File: src/rtl/wel_guard_pkg.sv
package wel_guard_pkg;

  localparam logic [1:0] OP_SET_LATCH = 2'd1;
  localparam logic [1:0] OP_CLR_LATCH = 2'd2;

  typedef struct packed {
    logic       startCycle;
    logic       arrayWrite;
    logic       loadBp;
    logic [1:0] bpNext;
  } ctrlStrobes_t;

endpackage

File: src/rtl/wel_guard_dp.sv
module wel_guard_dp
  import wel_guard_pkg::*;
#(
  parameter int ADDR_W    = 9,
  parameter int CYCLE_LEN = 20
) (
  input  logic               clk,
  input  logic               rstN,
  input  ctrlStrobes_t       strobes,
  input  logic [ADDR_W-1:0]  targetAddr,
  output logic               wip,
  output logic               cycleDone,
  output logic               addrLocked,
  output logic [1:0]         bp,
  output logic               permit
);

  localparam int CNT_W = (CYCLE_LEN > 1) ? $clog2(CYCLE_LEN) : 1;
  localparam logic [CNT_W-1:0] CNT_LOAD = CNT_W'(CYCLE_LEN - 1);

  logic [CNT_W-1:0] cnt;
  logic [1:0]       topBits;

  assign topBits = targetAddr[ADDR_W-1 -: 2];

  // Protection window: upper quarter, upper half or whole array.
  always_comb begin
    unique case (bp)
      2'd0:    addrLocked = 1'b0;
      2'd1:    addrLocked = (topBits == 2'b11);
      2'd2:    addrLocked = topBits[1];
      default: addrLocked = 1'b1;
    endcase
  end

  assign cycleDone = wip && (cnt == '0);

  always_ff @(posedge clk or negedge rstN) begin
    if (!rstN) begin
      bp     <= 2'd0;
      wip    <= 1'b0;
      cnt    <= '0;
      permit <= 1'b0;
    end else begin
      permit <= strobes.startCycle && strobes.arrayWrite;
      if (strobes.loadBp) bp <= strobes.bpNext;
      if (strobes.startCycle) begin
        wip <= 1'b1;
        cnt <= CNT_LOAD;
      end else if (wip) begin
        if (cnt == '0) wip <= 1'b0;
        else           cnt <= cnt - 1'b1;
      end
    end
  end

endmodule

File: src/rtl/wel_guard_ctrl.sv
module wel_guard_ctrl
  import wel_guard_pkg::*;
(
  input  logic         clk,
  input  logic         rstN,
  input  logic         cmdDone,
  input  logic [1:0]   opKind,
  input  logic         bitStrobe,
  input  logic         csRise,
  input  logic         commitArray,
  input  logic         commitStatus,
  input  logic [1:0]   newBp,
  input  logic         wpN,
  input  logic         wip,
  input  logic         cycleDone,
  input  logic         addrLocked,
  output ctrlStrobes_t strobes,
  output logic         wel
);

  logic setPending;
  logic gateOpen;
  logic acceptArr;
  logic dropArr;
  logic acceptSts;

  assign gateOpen  = wel && !wip && wpN;
  assign acceptArr = gateOpen && commitArray && !addrLocked;
  assign dropArr   = gateOpen && commitArray && addrLocked;
  assign acceptSts = gateOpen && commitStatus && !commitArray;

  always_comb begin
    strobes.startCycle = acceptArr || acceptSts;
    strobes.arrayWrite = acceptArr;
    strobes.loadBp     = acceptSts;
    strobes.bpNext     = newBp;
  end

  // A set request survives only until the very next serial event.
  always_ff @(posedge clk or negedge rstN) begin
    if (!rstN) begin
      setPending <= 1'b0;
    end else if (wip) begin
      setPending <= 1'b0;
    end else if (cmdDone) begin
      setPending <= (opKind == OP_SET_LATCH);
    end else if (bitStrobe || csRise) begin
      setPending <= 1'b0;
    end
  end

  always_ff @(posedge clk or negedge rstN) begin
    if (!rstN) begin
      wel <= 1'b0;
    end else if (!wpN || cycleDone || dropArr) begin
      wel <= 1'b0;
    end else if (!wip) begin
      if (cmdDone && opKind == OP_CLR_LATCH) wel <= 1'b0;
      else if (csRise && setPending && !cmdDone && !bitStrobe) wel <= 1'b1;
    end
  end

endmodule

File: src/rtl/wel_guard.sv
module wel_guard
  import wel_guard_pkg::*;
#(
  parameter int ADDR_W    = 9,
  parameter int CYCLE_LEN = 20
) (
  input  logic              clk,
  input  logic              rstN,
  input  logic              cmdDone,
  input  logic [1:0]        opKind,
  input  logic              bitStrobe,
  input  logic              csRise,
  input  logic              commitArray,
  input  logic              commitStatus,
  input  logic [ADDR_W-1:0] targetAddr,
  input  logic [1:0]        newBp,
  input  logic              wpN,
  output logic              writePermit,
  output logic              busy,
  output logic [7:0]        statusByte
);

  ctrlStrobes_t strobes;
  logic         wip;
  logic         cycleDone;
  logic         addrLocked;
  logic [1:0]   bp;
  logic         wel;

  wel_guard_ctrl u_ctrl (
    .clk(clk), .rstN(rstN), .cmdDone(cmdDone), .opKind(opKind),
    .bitStrobe(bitStrobe), .csRise(csRise), .commitArray(commitArray),
    .commitStatus(commitStatus), .newBp(newBp), .wpN(wpN), .wip(wip),
    .cycleDone(cycleDone), .addrLocked(addrLocked), .strobes(strobes),
    .wel(wel)
  );

  wel_guard_dp #(.ADDR_W(ADDR_W), .CYCLE_LEN(CYCLE_LEN)) u_dp (
    .clk(clk), .rstN(rstN), .strobes(strobes), .targetAddr(targetAddr),
    .wip(wip), .cycleDone(cycleDone), .addrLocked(addrLocked), .bp(bp),
    .permit(writePermit)
  );

  assign busy       = wip;
  assign statusByte = {4'b0000, bp, wel, wip};

endmodule

File: config.mk
export PLATFORM = sky130hd
export DESIGN_NAME = wel_guard
export DESIGN_NICKNAME = d
export VERILOG_FILES = /design/src/rtl/wel_guard_pkg.sv /design/src/rtl/wel_guard_dp.sv /design/src/rtl/wel_guard_ctrl.sv /design/src/rtl/wel_guard.sv
export SDC_FILE = /design/constraint.sdc
export NUM_CORES = 1
export LEC_CHECK = 0
export ABC_CLOCK_PERIOD_IN_PS = 1930
export CAP_MARGIN = 10
export CELL_PAD_IN_SITES_DETAIL_PLACEMENT = 1
export CELL_PAD_IN_SITES_GLOBAL_PLACEMENT = 1
export CORE_ASPECT_RATIO = 1.2
export CORE_MARGIN = 2
export CORE_UTILIZATION = 28
export CTS_CLUSTER_DIAMETER = 30
export DETAILED_ROUTE_END_ITERATION = 16
export HOLD_SLACK_MARGIN = 0.05
export PLACE_DENSITY = 0.77
export SLEW_MARGIN = 25
export SYNTH_ARGS = -nofsm -noshare
export SYNTH_HDL_FRONTEND = slang
export SYNTH_SLANG_ARGS = --single-unit
File: constraint.sdc
create_clock -name clk -period 1.93 [get_ports clk]
set_input_delay 0.386 -clock clk [delete_from_list [all_inputs] [get_ports clk]]
set_output_delay 0.386 -clock clk [all_outputs]
set_load 0.01 [all_outputs]
==> flow_summary_export.csv, run 1 <==
group,metric,value,unit
routing,drc,0,
setup_path,cp-end-kind,"output port",
yosys,synth_flop_cell,"dfrtp_1",
setup_path,r2r_start,"u_dp.cnt[0]$_DFFE_PN0P_",
setup_path,arrival,1.37,ns
yosys,synth_cells,64,
status,run_status,"finished clean",
place,gp_congestion,0.6695,
global_routing,grt_pass1_vias,566,
timing,tightest_slew,0.5103,ns
global_routing,grt_start_max_net_pins,16,
routing,vias,538,
place,port_buffers,19,
timing,hold_ws,0.4609,ns
routing,ant_nets,0,
clocking,postCtsHoldBufs,0,
timing,fin_setup_tns,0,ns
routing,drt_first_iter_violations,8,
power_and_ir_drop,vdd_drop_max,0.3298,mV
clocking,htree_levels,1,
setup_path,reg2reg_slack,0.18,ns
floorplan,io_pins,31,
yosys,synth_cell_types,28,
floorplan,start_util,29.99,%
power_and_ir_drop,internal-power,361.5,uW
flow_run,maxCapViolations,0,
power_and_ir_drop,cellLeakagePower,0.0003742,uW
timing,drv_slew,0,
yosys,synth_warnings,0,
setup_path,cp.required,1.54,ns
clocking,clockBufferDepth,2,
timing,setup_viol,0,
yosys,synthesis.area,628.1,um2
global_routing,gr-total-overflow,0,
power_and_ir_drop,sw_frac_of_total,24.97,%
clocking,clock_latency,0.26,ns
yosys,ys_seq_area_share,43.82,%
layout,drive_gt1_share,11.90,%
timing,slew_headroom,65.87,%
routing,wire_per_inst,12.99,um
setup_path,critPathKind,"reg2out",
floorplan,core,0.002095,mm2
power_and_ir_drop,combPwrFrac,16.9,%
clocking,cts_setup_buffers,0,
clocking,clkTransAtPathRegs,0.07,ns
clocking,cts_resized,0,
yosys,ys_top_cells_by_count,"11 x dfrtp_1, 6 x buf_4, 5 x nand3_1",
power_and_ir_drop,p_per_area,563.0,mW/mm2
place,dp_hpwl,1166,um
yosys,ys_top_cells_by_area,"dfrtp_1 44%, buf_4 7.2%, nand3_1 4.0%",
power_and_ir_drop,p_clk_share,32.4,%
timing,hold_viol,0,
timing,worst_clock_skew,0.001088,ns
clocking,cts_buffers,3,
layout,nets,107,
setup_path,cp-start-kind,"flop",
routing,routed_wl,1481,um
floorplan,chipHeight,55.89,um
global_routing,grt_first_pass_wirelength,2587,um
yosys,postSynthAreaPerCell,9.814,um2
layout,antenna_cells,0,
yosys,yosysTopAreaCellShare,43.82,%
setup_path,worst-path-max-fanout,15,
min_path,hp-class,"in2async",
routing,first_pass_iters,4,
power_and_ir_drop,sequentialPowerShare,50.7,%
routing,routed_via_density,4.719,
setup_path,crit_start,"u_dp.wip$_DFF_PN0_",
yosys,synth-edff-count,0,
layout,final_util,40.86,%
timing,fin_crit,1.754,ns
floorplan,die_area,0.002640,mm2
yosys,synthArstFlopShare,100.0,%
yosys,yosysMostFrequentCell,"dfrtp_1",
global_routing,grtUsageTotal,13.47,%
clocking,cts_tree,"done",
clocking,cts_root_buf,"clkbuf_4",
yosys,ys_ff_latch,11,
layout,area_delta_synth_final,36.26,%
timing,post-route-period-util,90.90,%
floorplan,die_w,47.24,um
timing,clock.fmax,0.5700,GHz
yosys,synth_top_cell_by_area,"dfrtp_1",
timing,rsz0062_at_grt,"false",
floorplan,num_rows,18,
global_routing,antenna_found_initial,0,
power_and_ir_drop,p_switching,120.3,uW
clocking,clock_sinks,11,
## worst max-delay path, cell delays in order (launching register included)
cell             delay, ns
dfrtp_1               0.36
buf_4                 0.20
clkdlybuf4s50_1       0.55
## metrics by stage
step / std cells / worst slack [ns] / area, um2 / total power [uW]
final: 114 / 0.1756 / 855.8 / 481.8
after global routing: 114 / 0.07432 / 855.8 / 514.7
after CTS: 114 / 0.1661 / 855.8 / 489.0
after detailed placement: 110 / 0.01861 / 829.5 / 329.6
after global placement: 110 / 0.06809 / 829.5 / 326.2
after floorplan: 67 / 0.3475 / 639.4 / 291.5
## worst paths after layout
kind / end / cells after the start
hold / removal: u_dp.wip$_DFF_PN0_ / 1
min in group clk: u_dp.bp[1]$_DFFE_PN0P_ / 1
setup reg to reg: u_dp.cnt[0]$_DFFE_PN0P_ / 5
hold reg to reg: u_dp.bp[1]$_DFFE_PN0P_ / 1
setup / recovery: busy / 2
max in group asynchronous: u_dp.cnt[0]$_DFFE_PN0P_ / 1
## kinds of logic (layout without fill, tap and decap cells)
| logic type | count (synthesis) | after routing | share of synthesized area [%] |
|---|---|---|---|
| simple gates | 25 | 25 | 25.30 |
| buf+inv | 12 | 29 | 10.75 |
| compound gates | 11 | 11 | 12.35 |
| flops | 11 | 11 | 43.82 |
| mux | 3 | 3 | 5.179 |
| fa+ha+maj | 1 | 1 | 1.992 |
| other cells | 1 | 4 | 0.5970 |
## power groups by stage
stage                     combinational, uW  clock, uW  sequential [uW]
final                                  81.3        156              244
after floorplan                        43.7          0              248
after CTS                              81.7        163              245
after global routing                   90.3        179              246
after global placement                 78.0          0              248
after detailed placement               80.5          0              249
## registers in the layout (all words and copies together), names as in the netlist
| signal | cells |
|---|---|
| u_dp.wip | 1 |
| u_dp.permit | 1 |
| u_dp.bp | 2 |
| u_ctrl.setPending | 1 |
| u_dp.cnt | 5 |
| u_ctrl.wel | 1 |
## cell usage in the layout, fill, tap and decap left out
cell / count
nand2_1: 4
conb_1: 4
o211ai_1: 2
or4b_2: 1
or3b_1: 1
and3_1: 1
and3_2: 1
mux2i_1: 1
and4b_1: 1
mux2_2: 2
o21ai_0: 2
a211oi_2: 1
a21boi_0: 1
a21oi_1: 3
dfrtp_1: 11
nand3_1: 5
buf_4: 2
inv_1: 4
ha_1: 1
or4b_1: 2
a2bb2oi_1: 1
clkbuf_1: 1
nor3_1: 1
clkdlybuf4s50_1: 19
clkbuf_4: 3
a41oi_1: 1
nor2_1: 3
nor4b_1: 2
nand3b_1: 3
## layout make-up
class,count,area [um2]
fillers,244,1239
multi-input cells,44,296.5
flip-flops and latches,11,275.3
repair buffers,21,205.2
well taps,30,37.54
clock buffers,4,26.28
inverters,4,15.01
## routing by layer
metal | track usage [%] | vias up | wire length (um)
met1 | 17.24 | 258 | 636
met4 | 5.952 | 0 | 20
met3 | 1.948 | 2 | 57
met5 | 0 | - | 0
li1 | - | 262 | -
met2 | 21.43 | 16 | 767
(Power assumes the default switching activity.)
==> inputs of run 2 (changes only) <==
--- a/config.mk
+++ b/config.mk
@@ -16,7 +16,7 @@
 export DETAILED_ROUTE_END_ITERATION = 16
 export HOLD_SLACK_MARGIN = 0.05
 export PLACE_DENSITY = 0.77
-export SLEW_MARGIN = 25
+export SLEW_MARGIN = 20
 export SYNTH_ARGS = -nofsm -noshare
 export SYNTH_HDL_FRONTEND = slang
 export SYNTH_SLANG_ARGS = --single-unit
==> constraint.sdc (replaced) <==
create_clock -name clk -period 1.93 [get_ports clk]
set_input_delay 0.386 -clock clk [delete_from_list [all_inputs] [get_ports clk]]
set_output_delay 0.386 -clock clk [all_outputs]
set_load 0.02 [all_outputs]
==> run 2 against run 1 <==
Against the previous run: count of clock-buffer cells in the layout did not move; utilization did not move; die area unchanged; sequential power barely moved; flip-flop and latch count stayed put; final area unchanged; register-to-register slack worse by 0.03 ns; hold slack about the same; fmax shrank 1.5%; critical path type is now reg2reg; critical endpoint is now u_dp.cnt[0]$_DFFE_PN0P_.
==> flow_summary_export.csv, run 2 (same netlist as run 1, synthesis figures left out) <==
group,metric,value,unit
power_and_ir_drop,p_total,490.9,uW
floorplan,start_util,29.99,%
timing,fin_setup_tns,0,ns
floorplan,die_w,47.24,um
status,run_status,"finished clean",
clocking,cts_setup_buffers,0,
setup_path,cp-start-kind,"flop",
global_routing,antenna_found_initial,0,
power_and_ir_drop,sw_frac_of_total,26.30,%
global_routing,grt_start_max_net_pins,12,
clocking,cts_tree,"done",
timing,drv_slew,0,
power_and_ir_drop,sequentialPowerShare,49.9,%
routing,routed_wl,1545,um
layout,largest_reg_flops,5,
setup_path,critPathMaxStageDelay,0.59,ns
timing,setup_viol,0,
layout,fill_cells,242,
timing,clock.fmax,0.5615,GHz
layout,layout_common_cells,"19 x clkdlybuf4s50_1, 11 x dfrtp_1, 5 x nand3_1",
setup_path,critical_path.cell_chain,"inv_1, ha_1, or4b_1, and3_2, o211ai_1",
min_path,hp-class,"in2async",
global_routing,gr-total-overflow,0,
flow_run,maxCapViolations,0,
routing,vias,552,
global_routing,grtUsageTotal,14.59,%
floorplan,die_area,0.002640,mm2
power_and_ir_drop,p_switching,129.1,uW
clocking,cts_root_buf,"clkbuf_4",
timing,rsz0062_at_grt,"false",
routing,ant_nets,0,
layout,area_delta_synth_final,36.26,%
power_and_ir_drop,cellLeakagePower,0.0003742,uW
place,port_buffers,19,
power_and_ir_drop,vdd_drop_max,0.2493,mV
timing,fin_crit,1.781,ns
global_routing,grt_pass1_vias,606,
routing,wire_per_inst,13.55,um
floorplan,chipHeight,55.89,um
timing,worst_clock_skew,0.002978,ns
setup_path,cp-end-kind,"flop",
clocking,htree_levels,1,
global_routing,grt_first_pass_wirelength,2753,um
routing,drc,0,
layout,multi_input_area,296.5,um2
clocking,cts_buffers,3,
power_and_ir_drop,p_per_area,573.6,mW/mm2
layout,layout_commonest_cell,"clkdlybuf4s50_1",
setup_path,worst-path-max-fanout,7,
place,gp_congestion,0.6655,
floorplan,io_pins,31,
clocking,clkTransAtPathRegs,0.07,ns
timing,post-route-period-util,92.28,%
clocking,cts_resized,0,
place,dp_hpwl,1219,um
layout,reg.largest.list,"u_dp.cnt x5, u_dp.bp x2",
setup_path,cpMaxStageDelayCell,"or4b_1",
setup_path,cp.required,2.12,ns
layout,top_register,"u_dp.cnt",
layout,drive_gt1_share,11.90,%
clocking,clock_sinks,11,
routing,first_pass_iters,4,
timing,hold_viol,0,
routing,drt_first_iter_violations,8,
routing,routed_via_density,4.842,
setup_path,critPathKind,"reg2reg",
clocking,clock_latency,0.27,ns
timing,slew_headroom,64.22,%
clocking,postCtsHoldBufs,0,
layout,nets,107,
clocking,clockBufferDepth,2,
floorplan,core,0.002095,mm2
power_and_ir_drop,combPwrFrac,17.6,%
layout,antenna_cells,0,
layout,regArea,275.3,um2
floorplan,num_rows,18,
setup_path,arrival,1.97,ns
timing,tightest_slew,0.5350,ns
power_and_ir_drop,p_clk_share,32.5,%
power_and_ir_drop,internal-power,361.8,uW
-- run 2: final cells by class --
type                       instances  share of cell area (%)
sequential                        11                   32.16
multi-input combinational         44                   34.65
inverter                           4                   1.754
timing repair buffer              21                   23.98
tap                               30                   4.386
clock buffer                       4                   3.070
-- run 2: path summary, 6_finish.rpt --
check / slack [ns] / to / cells past startpoint / from
worst max-delay path: 0.15 / u_dp.cnt[0]$_DFFE_PN0P_ / 5 / u_dp.cnt[0]$_DFFE_PN0P_
worst min-delay path: 0.46 / u_dp.cnt[1]$_DFFE_PN0P_ / 1 / rstN
worst max register to register: 0.15 / u_dp.cnt[0]$_DFFE_PN0P_ / 5 / u_dp.cnt[0]$_DFFE_PN0P_
worst min register to register: 0.55 / u_dp.bp[1]$_DFFE_PN0P_ / 1 / u_dp.bp[1]$_DFFE_PN0P_
max in group asynchronous: 1.11 / u_dp.bp[1]$_DFFE_PN0P_ / 1 / rstN
min in group clk: 0.55 / u_dp.bp[1]$_DFFE_PN0P_ / 1 / u_dp.bp[1]$_DFFE_PN0P_
-- run 2: layer usage --
layer | global-route usage (%) | part of all wire, % | vias to the layer above | routed length [um]
met5 | 0 | 0 | - | 0
met4 | 7.540 | 2.1 | 0 | 32
met3 | 3.571 | 4.8 | 4 | 74
met2 | 22.01 | 52 | 20 | 808
met1 | 18.46 | 41 | 267 | 629
li1 | - | - | 261 | -
-- run 2: power groups by stage --
| stage | combinational (uW) | sequential (uW) | clock [uW] |
|---|---|---|---|
| 4_1_cts | 87.3 | 245 | 162 |
| 6_report | 86.3 | 245 | 160 |
| 3_5_place_dp | 86.8 | 249 | 0 |
| 3_3_place_gp | 82.0 | 249 | 0 |
| 2_1_floorplan | 47.6 | 248 | 0 |
| 5_1_grt | 97.6 | 246 | 184 |
-- run 2: critical path, delay by kind of cell, from the launching register on --
family                   cells  cell delay (ns)
AO/OA/AOI/OAI                1             0.15
buffers and inverters        1             0.07
adder cells (fa/ha/maj)      1             0.20
flip-flops                   1             0.41
AND/OR/NAND/NOR              2             0.87
-- run 2: through the flow --
step | utilization, % | hold slack, ns | instances | area, um2 | setup WS [ns]
detailed placement | 39.61 | 0.5392 | 110 | 829.5 | 0.04774
global placement | 39.61 | 0.5220 | 110 | 829.5 | 0.06675
global route | 40.86 | 0.4867 | 114 | 855.8 | 0.0001503
CTS | 40.86 | 0.4781 | 114 | 855.8 | 0.1463
finish | 40.86 | 0.4613 | 114 | 855.8 | 0.1491
floorplan | - | 0.09041 | 67 | 639.4 | 0.2961
==> inputs of run 3 (changes only) <==
--- a/config.mk
+++ b/config.mk
@@ -5,6 +5,7 @@
 export SDC_FILE = /design/constraint.sdc
 export NUM_CORES = 1
 export LEC_CHECK = 0
+export ABC_AREA = 1
 export ABC_CLOCK_PERIOD_IN_PS = 1930
 export CAP_MARGIN = 10
 export CELL_PAD_IN_SITES_DETAIL_PLACEMENT = 1
@@ -15,8 +16,9 @@
 export CTS_CLUSTER_DIAMETER = 30
 export DETAILED_ROUTE_END_ITERATION = 16
 export HOLD_SLACK_MARGIN = 0.05
-export PLACE_DENSITY = 0.77
+export PLACE_DENSITY = 0.78
 export SLEW_MARGIN = 20
 export SYNTH_ARGS = -nofsm -noshare
 export SYNTH_HDL_FRONTEND = slang
+export SYNTH_HIERARCHICAL = 1
 export SYNTH_SLANG_ARGS = --single-unit
==> run 3 against run 2 <==
Against the previous run: hold slack got worse by 0.0057 ns; via count is 11% higher; utilization fell by 2.4 points; flip-flop and latch count unchanged; final area up 4.8%; area after synthesis up 11%; synthesized cell count up 45%; sequential share of layout area shrank 1.5 points; count of clock-buffer cells in the layout is the same; sequential power barely moved; fmax is 0.33% lower; highest routed layer unchanged.
==> flow_summary_export.csv, run 3 <==
group,metric,value,unit
status,run_status,"finished clean",
yosys,ys_ff_latch,11,
timing,tightest_slew,0.5128,ns
layout,area_delta_synth_final,28.49,%
layout,top_register,"u_dp/cnt",
timing,hold_viol,0,
setup_path,cp-end-kind,"output port",
timing,setup_slack,0.1433,ns
layout,finalInstanceArea,897.1,um2
setup_path,crit_start,"u_dp/wip$_DFF_PN0_",
yosys,synth-edff-count,0,
routing,ant_nets,0,
floorplan,chipHeight,58.70,um
timing,worst_clock_skew,0.002463,ns
yosys,synth_cell_types,17,
layout,layout_common_cells,"19 x clkdlybuf4s50_1, 19 x nand2_1, 14 x inv_1",
setup_path,cp_top_family,"buffers and inverters",
timing,post-route-period-util,92.58,%
routing,wire_per_inst,11.22,um
yosys,ys_top_cells_by_area,"dfrtp_1 39%, buf_4 11%, nand2_1 10%",
timing,rsz0062_at_grt,"false",
yosys,ys_top_cells_by_count,"19 x nand2_1, 14 x inv_1, 12 x nor2_1",
yosys,yosysTopAreaCellShare,39.43,%
floorplan,num_rows,19,
global_routing,grt_start_max_net_pins,12,
timing,setup_viol,0,
timing,fin_crit,1.787,ns
setup_path,critPathMaxStageDelay,0.66,ns
global_routing,grt_pass1_vias,648,
global_routing,grt_first_pass_wirelength,2787,um
yosys,synth_warnings,6,
floorplan,core,0.002330,mm2
setup_path,worst-path-max-fanout,7,
clocking,clkTransAtPathRegs,0.07,ns
setup_path,critPathKind,"reg2out",
place,dpl_cell_area,870.8,um2
global_routing,grtUsageTotal,13.01,%
layout,antenna_cells,0,
place,dp_cells,137,
yosys,synth_top_cell_by_area,"dfrtp_1",
setup_path,critical_path.cell_chain,"clkdlybuf4s50_1",
setup_path,r2r_start,"u_dp/wip$_DFF_PN0_",
timing,drv_slew,0,
timing,fin_setup_tns,0,ns
routing,first_pass_iters,4,
routing,routed_via_density,4.362,
flow_run,maxCapViolations,0,
power_and_ir_drop,cellLeakagePower,0.0004802,uW
yosys,synthesis.area,698.2,um2
timing,hold_ws,0.4556,ns
clocking,cts_root_buf,"clkbuf_4",
clocking,clock_sinks,11,
power_and_ir_drop,p_per_area,538.7,mW/mm2
routing,drc,0,
routing,drt_first_iter_violations,3,
routing,vias,615,
floorplan,io_pins,31,
routing,routed_wl,1582,um
yosys,postSynthAreaPerCell,7.507,um2
setup_path,cp.required,1.54,ns
clocking,cts_resized,0,
min_path,hp-class,"in2async",
yosys,synthArstFlopShare,100.0,%
layout,reg.largest.list,"u_dp/cnt x5, u_dp/bp x2",
setup_path,arrival,1.40,ns
clocking,clock_latency,0.27,ns
place,pre_cts_ws,0.05284,ns
place,port_buffers,19,
layout,nets,133,
place,gp_congestion,0.7417,
clocking,clockBufferDepth,2,
setup_path,cpMaxStageDelayCell,"clkdlybuf4s50_1",
floorplan,die_w,49.59,um
place,dp_hpwl,1314,um
yosys,yosysMostFrequentCell,"nand2_1",
yosys,ys_seq_area_share,39.43,%
global_routing,antenna_found_initial,0,
clocking,cts_buffers,3,
timing,slew_headroom,65.71,%
layout,drive_gt1_share,10.00,%
global_routing,gr-total-overflow,0,
yosys,synth_flop_cell,"dfrtp_1",
setup_path,cp-start-kind,"flop",
floorplan,die_area,0.002911,mm2
clocking,cts_setup_buffers,0,
power_and_ir_drop,vdd_drop_max,0.2790,mV
layout,largest_reg_flops,5,
floorplan,start_util,29.97,%
clocking,cts_tree,"done",
yosys,synth_cells,93,
setup_path,cp_num_buf_inv,1,
clocking,htree_levels,1,
layout,instances_no_fill,141,
clocking,postCtsHoldBufs,0,
timing,clock.fmax,0.5597,GHz
## run 3: changes by cell type in the layout (fill, tap and decap cells not counted), sizes merged, moves of 2 or more
cell	delta
and3	-2
inv	+12
nand2	+16
nand3	+2
nand3b	-3
nor2	+11
nor4b	-2
o211ai	-2
o21ai	+4
or4b	-3
## run 3: cell type report
type	instances	area, um2
inverter	16	60.06
fill	315	1433
timing repair buffer	20	197.7
sequential	11	275.3
multi-input combinational	59	299.0
clock buffer	4	26.28
tap	31	38.79
## run 3: metrics by stage
stage	utilization, %	power (uW)
after floorplan	-	296.9
final	38.51	483.3
after CTS	38.51	494.8
after detailed placement	37.38	330.7
after global routing	38.51	524.8
after global placement	37.38	326.3
## run 3: power breakdown
| part | internal [uW] | switching (uW) | leakage [uW] | total, uW |
|---|---|---|---|---|
| clock | 79.9 | 78.5 | 0.0000150 | 158 |
| combinational | 41.3 | 41.6 | 0.000313 | 82.9 |
| sequential | 237 | 4.88 | 0.000152 | 242 |
| total | 358 | 125 | 0.000480 | 483 |
## run 3: layer usage
layer / part of all wire (%) / GRT usage (%) / vias to the layer above / wire (um)
li1: - / - / 310 / -
met1: 37 / 12.44 / 286 / 584
met2: 56 / 24.38 / 15 / 892
met3: 4.3 / 2.792 / 4 / 68
met4: 2.3 / 9.524 / 0 / 36
met5: 0 / 0 / - / 0
## run 3: final timing paths
path / slack [ns] / cells after the start / end
max: 0.14 / 1 / busy
min: 0.46 / 1 / u_ctrl/setPending$_DFFE_PN0P_
max reg2reg: 0.48 / 8 / u_dp/cnt[1]$_DFFE_PN0P_
min reg2reg: 0.50 / 2 / u_dp/cnt[4]$_DFFE_PN0P_
max in group asynchronous: 1.13 / 1 / u_dp/cnt[3]$_DFFE_PN0P_
min in group clk: 0.50 / 2 / u_dp/cnt[4]$_DFFE_PN0P_
## run 3: cell families after synthesis
kind of cell,after synthesis,share of synthesized area [%]
simple gates,42,26.88
buf+inv,26,19.35
flops,11,39.43
compound gates,9,7.527
mux,2,3.226
fa+ha+maj,1,1.792
other cells,1,0.5371
xor+xnor,1,1.255
